$ cat src/rtl/i2c_bit_timer.sv
module i2c_bit_timer #(
  parameter int TW = 32
) (
  input  logic          clk,
  input  logic          rst_n,
  input  logic          en,
  input  logic [TW-1:0] timing_word,
  input  logic          scl_stretch,
  output logic          scl_low,
  output logic          sda_change,
  output logic          sda_sample
);
  localparam int CW = 9;

  typedef enum logic [1:0] {PH_IDLE, PH_LOW, PH_WAIT, PH_HIGH} ph_t;

  logic [TW-1:0] cfg;
  ph_t           ph;
  logic [3:0]    pc;
  logic [CW-1:0] tc;

  logic       unused_rsvd;
  assign unused_rsvd = ^cfg[27:24];

  wire [3:0]    presc   = cfg[31:28];
  wire [CW-1:0] lo_cnt  = {1'b0, cfg[7:0]} + 9'd1;
  wire [CW-1:0] dly_cnt = {5'd0, cfg[19:16]} + {5'd0, cfg[23:20]} + 9'd2;
  wire [CW-1:0] low_len = (lo_cnt > dly_cnt) ? lo_cnt : dly_cnt;
  wire [CW-1:0] hi_len  = {1'b0, cfg[15:8]} + 9'd1;
  wire [CW-1:0] mid     = {2'b0, cfg[15:9]} + 9'd1;
  wire [CW-1:0] tc_nx   = tc + 9'd1;
  wire          tick    = (pc == presc);

  always_ff @(posedge clk) begin
    if (!rst_n) begin
      cfg <= '0;
      ph  <= PH_IDLE;
      pc  <= '0;
      tc  <= '0;
    end else if (!en) begin
      cfg <= timing_word;
      ph  <= PH_IDLE;
      pc  <= '0;
      tc  <= '0;
    end else begin
      unique case (ph)
        PH_IDLE: begin
          ph <= PH_LOW;
          pc <= '0;
          tc <= '0;
        end
        PH_LOW: begin
          if (tick) begin
            pc <= '0;
            if (tc_nx == low_len) begin
              ph <= PH_WAIT;
              tc <= '0;
            end else begin
              tc <= tc_nx;
            end
          end else begin
            pc <= pc + 4'd1;
          end
        end
        PH_WAIT: begin
          if (!scl_stretch) ph <= PH_HIGH;
        end
        PH_HIGH: begin
          if (tick) begin
            pc <= '0;
            if (tc_nx == hi_len) begin
              ph <= PH_LOW;
              tc <= '0;
            end else begin
              tc <= tc_nx;
            end
          end else begin
            pc <= pc + 4'd1;
          end
        end
        default: ph <= PH_IDLE;
      endcase
    end
  end

  assign scl_low    = (ph == PH_LOW);
  assign sda_change = (ph == PH_LOW)  && tick && (tc == {5'd0, cfg[19:16]});
  assign sda_sample = (ph == PH_HIGH) && tick && (tc_nx == mid);

endmodule


$ cat config.mk
export PLATFORM = sky130hd
export DESIGN_NAME = i2c_bit_timer
export DESIGN_NICKNAME = d
export VERILOG_FILES = /design/src/rtl/i2c_bit_timer.sv
export SDC_FILE = /design/constraint.sdc
export NUM_CORES = 1
export LEC_CHECK = 0
export ABC_AREA = 1
export BUFFER_PORTS_ARGS = -buffer_cell sky130_fd_sc_hd__buf_2
export CAP_MARGIN = 20
export CORE_UTILIZATION = 30
export DETAILED_ROUTE_END_ITERATION = 7
export SYNTH_ARGS = -nofsm -noshare
export SYNTH_HDL_FRONTEND = slang
export SYNTH_SLANG_ARGS = --single-unit
$ cat constraint.sdc
create_clock -name clk -period 6.2 [get_ports clk]
set_input_delay 0.31 -clock clk [delete_from_list [all_inputs] [get_ports clk]]
set_output_delay 0.31 -clock clk [all_outputs]
set_load 0.005 [all_outputs]
* After elaboration in Yosys (flattened, before gate mapping)
Index checks and enable logic that the tools add are counted.
W data, S select, Z words.
** Storage, ports and cells
- Flip-flop bits (word level) :: 47
- Input port bits :: 36
- Logic and storage cells :: 50
** Operators by class
- Add/sub/neg operators :: 7
- Order comparisons :: 1
- Equality and inequality tests :: 13
- Multiplexer cells :: 14
- Reduce and logical (&&, ||, !) cells :: 11
** Operator list (count)
- $mux W9 :: 5
- $pmux W9 S3 :: 1
- $add A8 B1 Y9 const B :: 2
- $eq A9 B9 Y1 :: 2
- $mux W2 :: 5
- $add A9 B1 Y9 const B :: 1
- $eq A9 B4 Y1 :: 1
- $eq A9 B8 Y1 :: 1
- $gt A9 B6 Y1 :: 1
- $add A7 B1 Y8 const B :: 1
- $pmux W2 S4 :: 1
- $pmux W4 S2 :: 1
- $add A5 B2 Y6 const B :: 1
- $ne A2 B2 Y1 const B :: 3
- $add A4 B4 Y5 :: 1
- $reduce_and A5 Y1 :: 1
- $add A4 B1 Y4 const B :: 1
- $eq A2 B2 Y1 const B :: 2
- $eq A4 B4 Y1 :: 1
- $logic_and A1 B1 Y1 :: 4
- $mux W4 :: 1
- $ne A2 B1 Y1 const B :: 2
- $reduce_and A3 Y1 :: 1
- $reduce_bool A3 Y1 :: 1
- other kinds (5) :: 5

* Logic depth before layout (Yosys ltp)
- Depth after elaboration :: 8
- Mapped depth :: 26

* Worst setup path before layout
No wires, ideal clock.
- Kind :: flip-flop to flip-flop
- Start :: register cfg[17]
- End :: register tc[1]
- Setup time :: 0.126 ns
- Data arrival time :: 3.083 ns
- Data required time :: 6.074 ns
- Path slack :: 2.991 ns
- Cell stages (with the launch flop) :: 26
- Path through :: dfxtp_1 -> inv_1 -> ha_1 -> inv_1 -> ha_1 -> fa_1 -> xor2_1 -> inv_1 -> ha_1 -> nand2_1 -> nor2_1 -> nand2_1 -> nand3_1 -> nand2_1 -> nand2_1 -> nand2_1 -> nand2_2 -> nand2_1 -> nand3_2 -> nand2_1 -> nor2_1 -> nand2_2 -> o21bai_4 -> nand2_2 -> nand2_1 -> a21oi_1
** On the way
- Longest elaborated chain between the ends :: 8
** Ends and longest elaborated chain
- start, declared :: line 17 : logic [TW-1:0] cfg;
- start signal, assigned :: line 41 : cfg <= timing_word;
- $add A4 B4 Y5 * :: line 27 : wire [CW-1:0] dly_cnt = {5'd0, cfg[19:16]} + {5'd0, cfg[23:20]} + 9'd2;
- $add A5 B2 Y6 * :: line 27
- $gt A9 B6 Y1 :: line 28 : wire [CW-1:0] low_len = (lo_cnt > dly_cnt) ? lo_cnt : dly_cnt;
- $mux W9 * :: line 28
- $eq A9 B9 Y1 * :: line 55 : if (tc_nx == low_len) begin
- $mux W9 * :: line 55
- $mux W9 * :: line 53 : if (tick) begin
- $pmux W9 S3 * :: line 46 : unique case (ph)
- end signal, assigned :: line 59 : tc <= tc_nx;
- end signal, assigned :: line 75 : tc <= tc_nx;
- end, declared :: line 20 : logic [CW-1:0] tc;
Mark *: on every way between the ends. The rest lies on a longest branch, timed or not. The select of a mux whose other input is x is not followed.
A chain may end at the register's enable or synchronous reset.

* Worst setup path after layout
Same ends and word-level chain as after synthesis.

==> impl_metrics.csv <==
group,metric,value,unit
floorplan,core,0.0103,mm²
clock_tree,clkLatencyLatePin,0.30,ns
layout,antenna_cells,0,
layout,final_util,34.5,%
power,p_leak,0.00166,µW
timing,min_period,3.92,ns
detailed_routing,top_layer_used,"met4",
floorplan,dieHeight,105,µm
timing,relSlewSlack,49.4,%
detailed_routing,dr_wl_met2,3750,µm
clock_tree,cts_htree_levels,2,
placed_design,dpl.hpwl,6030,µm
setup_path,r2r-end,"tc[1]$_SDFFE_PN0P_",
setup_path,r2r_cells,25,
logic_synthesis,syn_nets,527,
timing,setup_tns,0,ns
setup_path,start_kind,"register",
clock_tree,cts.sinks,43,
grt,grt_overflow,0,
detailed_routing,wl_per_cell,12.0,µm
detailed_routing,vias_per_cell,4.68,
detailed_routing,wl_met1,3430,µm
logic_synthesis,syn_avg_cell_area,6.76,µm²
logic_synthesis,ys_types,40,
layout,nets,555,
worst_hold_path,holdPathStages,3,
grt,grt_max_degree,42,
clock_tree,cts_buffer_depth,2,
setup_path,cp_top_family,"simple AND/OR/NAND/NOR gates",
floorplan,rows,37,
layout,final_area,0.00355,mm²
logic_synthesis,seq_area_frac_synth,27.2,%
placed_design,port_buffers,34,
timing,worst_pin_slew,0.754,ns
setup_path,crit_arrival,4.10,ns
setup_path,critPathMaxStageDelay,0.41,ns
clock_tree,cts_tree,"built",
setup_path,crit_top_cell,"nand2_1",
clock_tree,post_cts_buffers,0,
timing,fin_hold_ws,0.242,ns
floorplan,die_x,105,µm
logic_synthesis,ys.flop_type,"dfxtp_1",
detailed_routing,ant_nets,0,
clock_tree,postCtsHoldBufs,0,
logic_synthesis,ys_ff_latch,43,
timing,fin_skew,0.00304,ns
logic_synthesis,yosys_warnings,0,
floorplan,initial_utilization,30.8,%
floorplan,io_pins,39,
clock_tree,cts_resized,0,
timing,clock.fmax,0.255,GHz
detailed_routing,wl_met3,218,µm
power,pwr_density_cell,209,mW/mm²
power,peakVddDrop,0.0000923,V
detailed_routing,wl,7590,µm
layout,drive_gt1_share,13.3,%
worst_hold_path,worst_hold_path.endpoint,"cfg[12]$_SDFFE_PN0N_",
setup_path,critPathMaxFanout,11,
timing,maxSlewViolCount,0,
clock_tree,cts.clk_slew.worst_paths,0.08,ns
detailed_routing,drc,0,
detailed_routing,initialDrtViolationCount,133,
layout,syn_to_final_growth,12.1,%
timing,setup_viol,0,
setup_path,critPathSlowestCell,"fa_1",
timing,hold_viol_final,0,
grt,grt_pass1_vias,2817,
setup_path,r2r_slack,2.28,ns
setup_path,r2r_start,"cfg[17]$_SDFFE_PN0N_",
setup_path,cp_num_buf_inv,3,
detailed_routing,vias,2964,
logic_synthesis,syn_area,0.00317,mm²
clock_tree,clockRootBuffer,"clkbuf_8",
placed_design,routabilityCongestion,0.842,
placed_design,placed_area,0.00343,mm²
setup_path,path_class,"reg2reg",
floorplan,die-area,0.0110,mm²
logic_synthesis,postSynthCellCount,468,
logic_synthesis,synth_edf_count,0,
timing,rsz0062_at_grt,"false",
worst_hold_path,hold_class,"in2reg",
status,outcome,"complete, no violations",
timing,post-route-period-util,63.3,%
logic_synthesis,async_flop_share,0,%
clock_tree,numCtsBuffers,5,
detailed_routing,drtPass1Iterations,4,
worst_hold_path,min_from,"timing_word[12]",
setup_path,crit_required,6.38,ns
grt,antenna_found_initial,0,
setup_path,endpoint_kind,"register",
grt,grt_pass1_wl,13000,µm
grt,grt_usage,14.5,%
run,cap_violations,0,
cells by family after synthesis:
logic type	Yosys count	share of synthesized area (%)
XOR/XNOR	32	9.09
buffers and inverters	67	8.81
flip-flops	43	27.2
AO/OA/AOI/OAI	71	12.3
AND/OR/NAND/NOR	232	33.2
adder cells (fa/ha/maj)	23	9.33
power by group:
part | total, µW | switching (µW) | internal, µW
Combinational | 201 | 126 | 75.6
Clock | 230 | 99.7 | 130
Sequential | 309 | 17.7 | 292
cell usage after synthesis, types with 2 or more instances:
master,instances,area [µm²]
o21ai_0,37,185
nor4_1,3,18.8
nand2_1,91,342
nand2_2,4,25.0
nand3_2,6,60.1
buf_6,2,22.5
nand3b_1,2,15.0
inv_1,51,191
dfxtp_1,43,861
or2_2,5,31.3
xor2_1,24,210
xnor2_1,7,61.3
nor3_1,5,25.0
nand3_1,32,160
nor2_2,3,18.8
nand4_1,8,50.1
a21oi_1,26,130
ha_1,22,275
clkinv_1,2,7.51
nor2_1,68,255
clkbuf_1,8,30.0
worst max-delay path by stage:
stage	from	end	slack (ns)	cells past startpoint
6_report	cfg[17]$_SDFFE_PN0N_	tc[1]$_SDFFE_PN0P_	2.28	25
2_1_floorplan	cfg[17]$_SDFFE_PN0N_	tc[1]$_SDFFE_PN0P_	2.99	25
3_3_place_gp	cfg[17]$_SDFFE_PN0N_	tc[2]$_SDFFE_PN0P_	2.35	25
4_1_cts	cfg[17]$_SDFFE_PN0N_	tc[1]$_SDFFE_PN0P_	2.30	25
5_1_grt	cfg[17]$_SDFFE_PN0N_	tc[4]$_SDFFE_PN0P_	1.78	25
3_5_place_dp	cfg[17]$_SDFFE_PN0N_	tc[1]$_SDFFE_PN0P_	2.33	25
layout by cell type (no fill, tap or decap), types with 2 or more instances in the layout:
cell type  count
nor3_1         5
xnor2_1        7
nand2_2        4
nor2_2         3
clkbuf_8       6
o21ai_0       37
nand2_1       91
inv_1         51
xor2_1        24
nand4_1        8
clkinv_1       2
dfxtp_1       43
buf_2         34
a21oi_1       26
ha_1          22
nor4_1         3
nand3_2        6
nor2_1        68
or2_2          5
nand3_1       32
nand3b_1       2
area by class of cell:
| cell class | instances | area (µm²) |
|---|---|---|
| Multi-Input combinational cell | 358 | 2030 |
| Clock buffer | 6 | 82.6 |
| Timing Repair Buffer | 34 | 170 |
| Inverter | 54 | 203 |
| Fill cell | 1143 | 6730 |
| Clock inverter | 2 | 35.0 |
| Tap cell | 136 | 170 |
| Sequential cell | 43 | 861 |
routing by layer:
| metal | track usage, % | vias up |
|---|---|---|
| met5 | 0 | - |
| met4 | 6.14 | 0 |
| met3 | 2.56 | 14 |
| met2 | 26.1 | 43 |
| met1 | 16.9 | 1338 |
| li1 | - | 1569 |
worst min-delay path, cell delays in order:
cell     delay, ns
buf_2         0.07
o21ai_0       0.06
nor2_1        0.07
per-stage QoR:
| stage | setup slack (ns) | power, µW | std cells |
|---|---|---|---|
| floorplan | 2.99 | 474 | 468 |
| global placement | 2.35 | 512 | 625 |
| detailed placement | 2.33 | 516 | 625 |
| CTS | 2.30 | 747 | 633 |
| global route | 1.78 | 791 | 633 |
| finish | 2.28 | 741 | 633 |
flip-flops by register name, summed over array words and instances (netlist names):
name  cells
cfg      28
pc        4
ph        2
tc        9
Power figures use the tool's default switching activity.
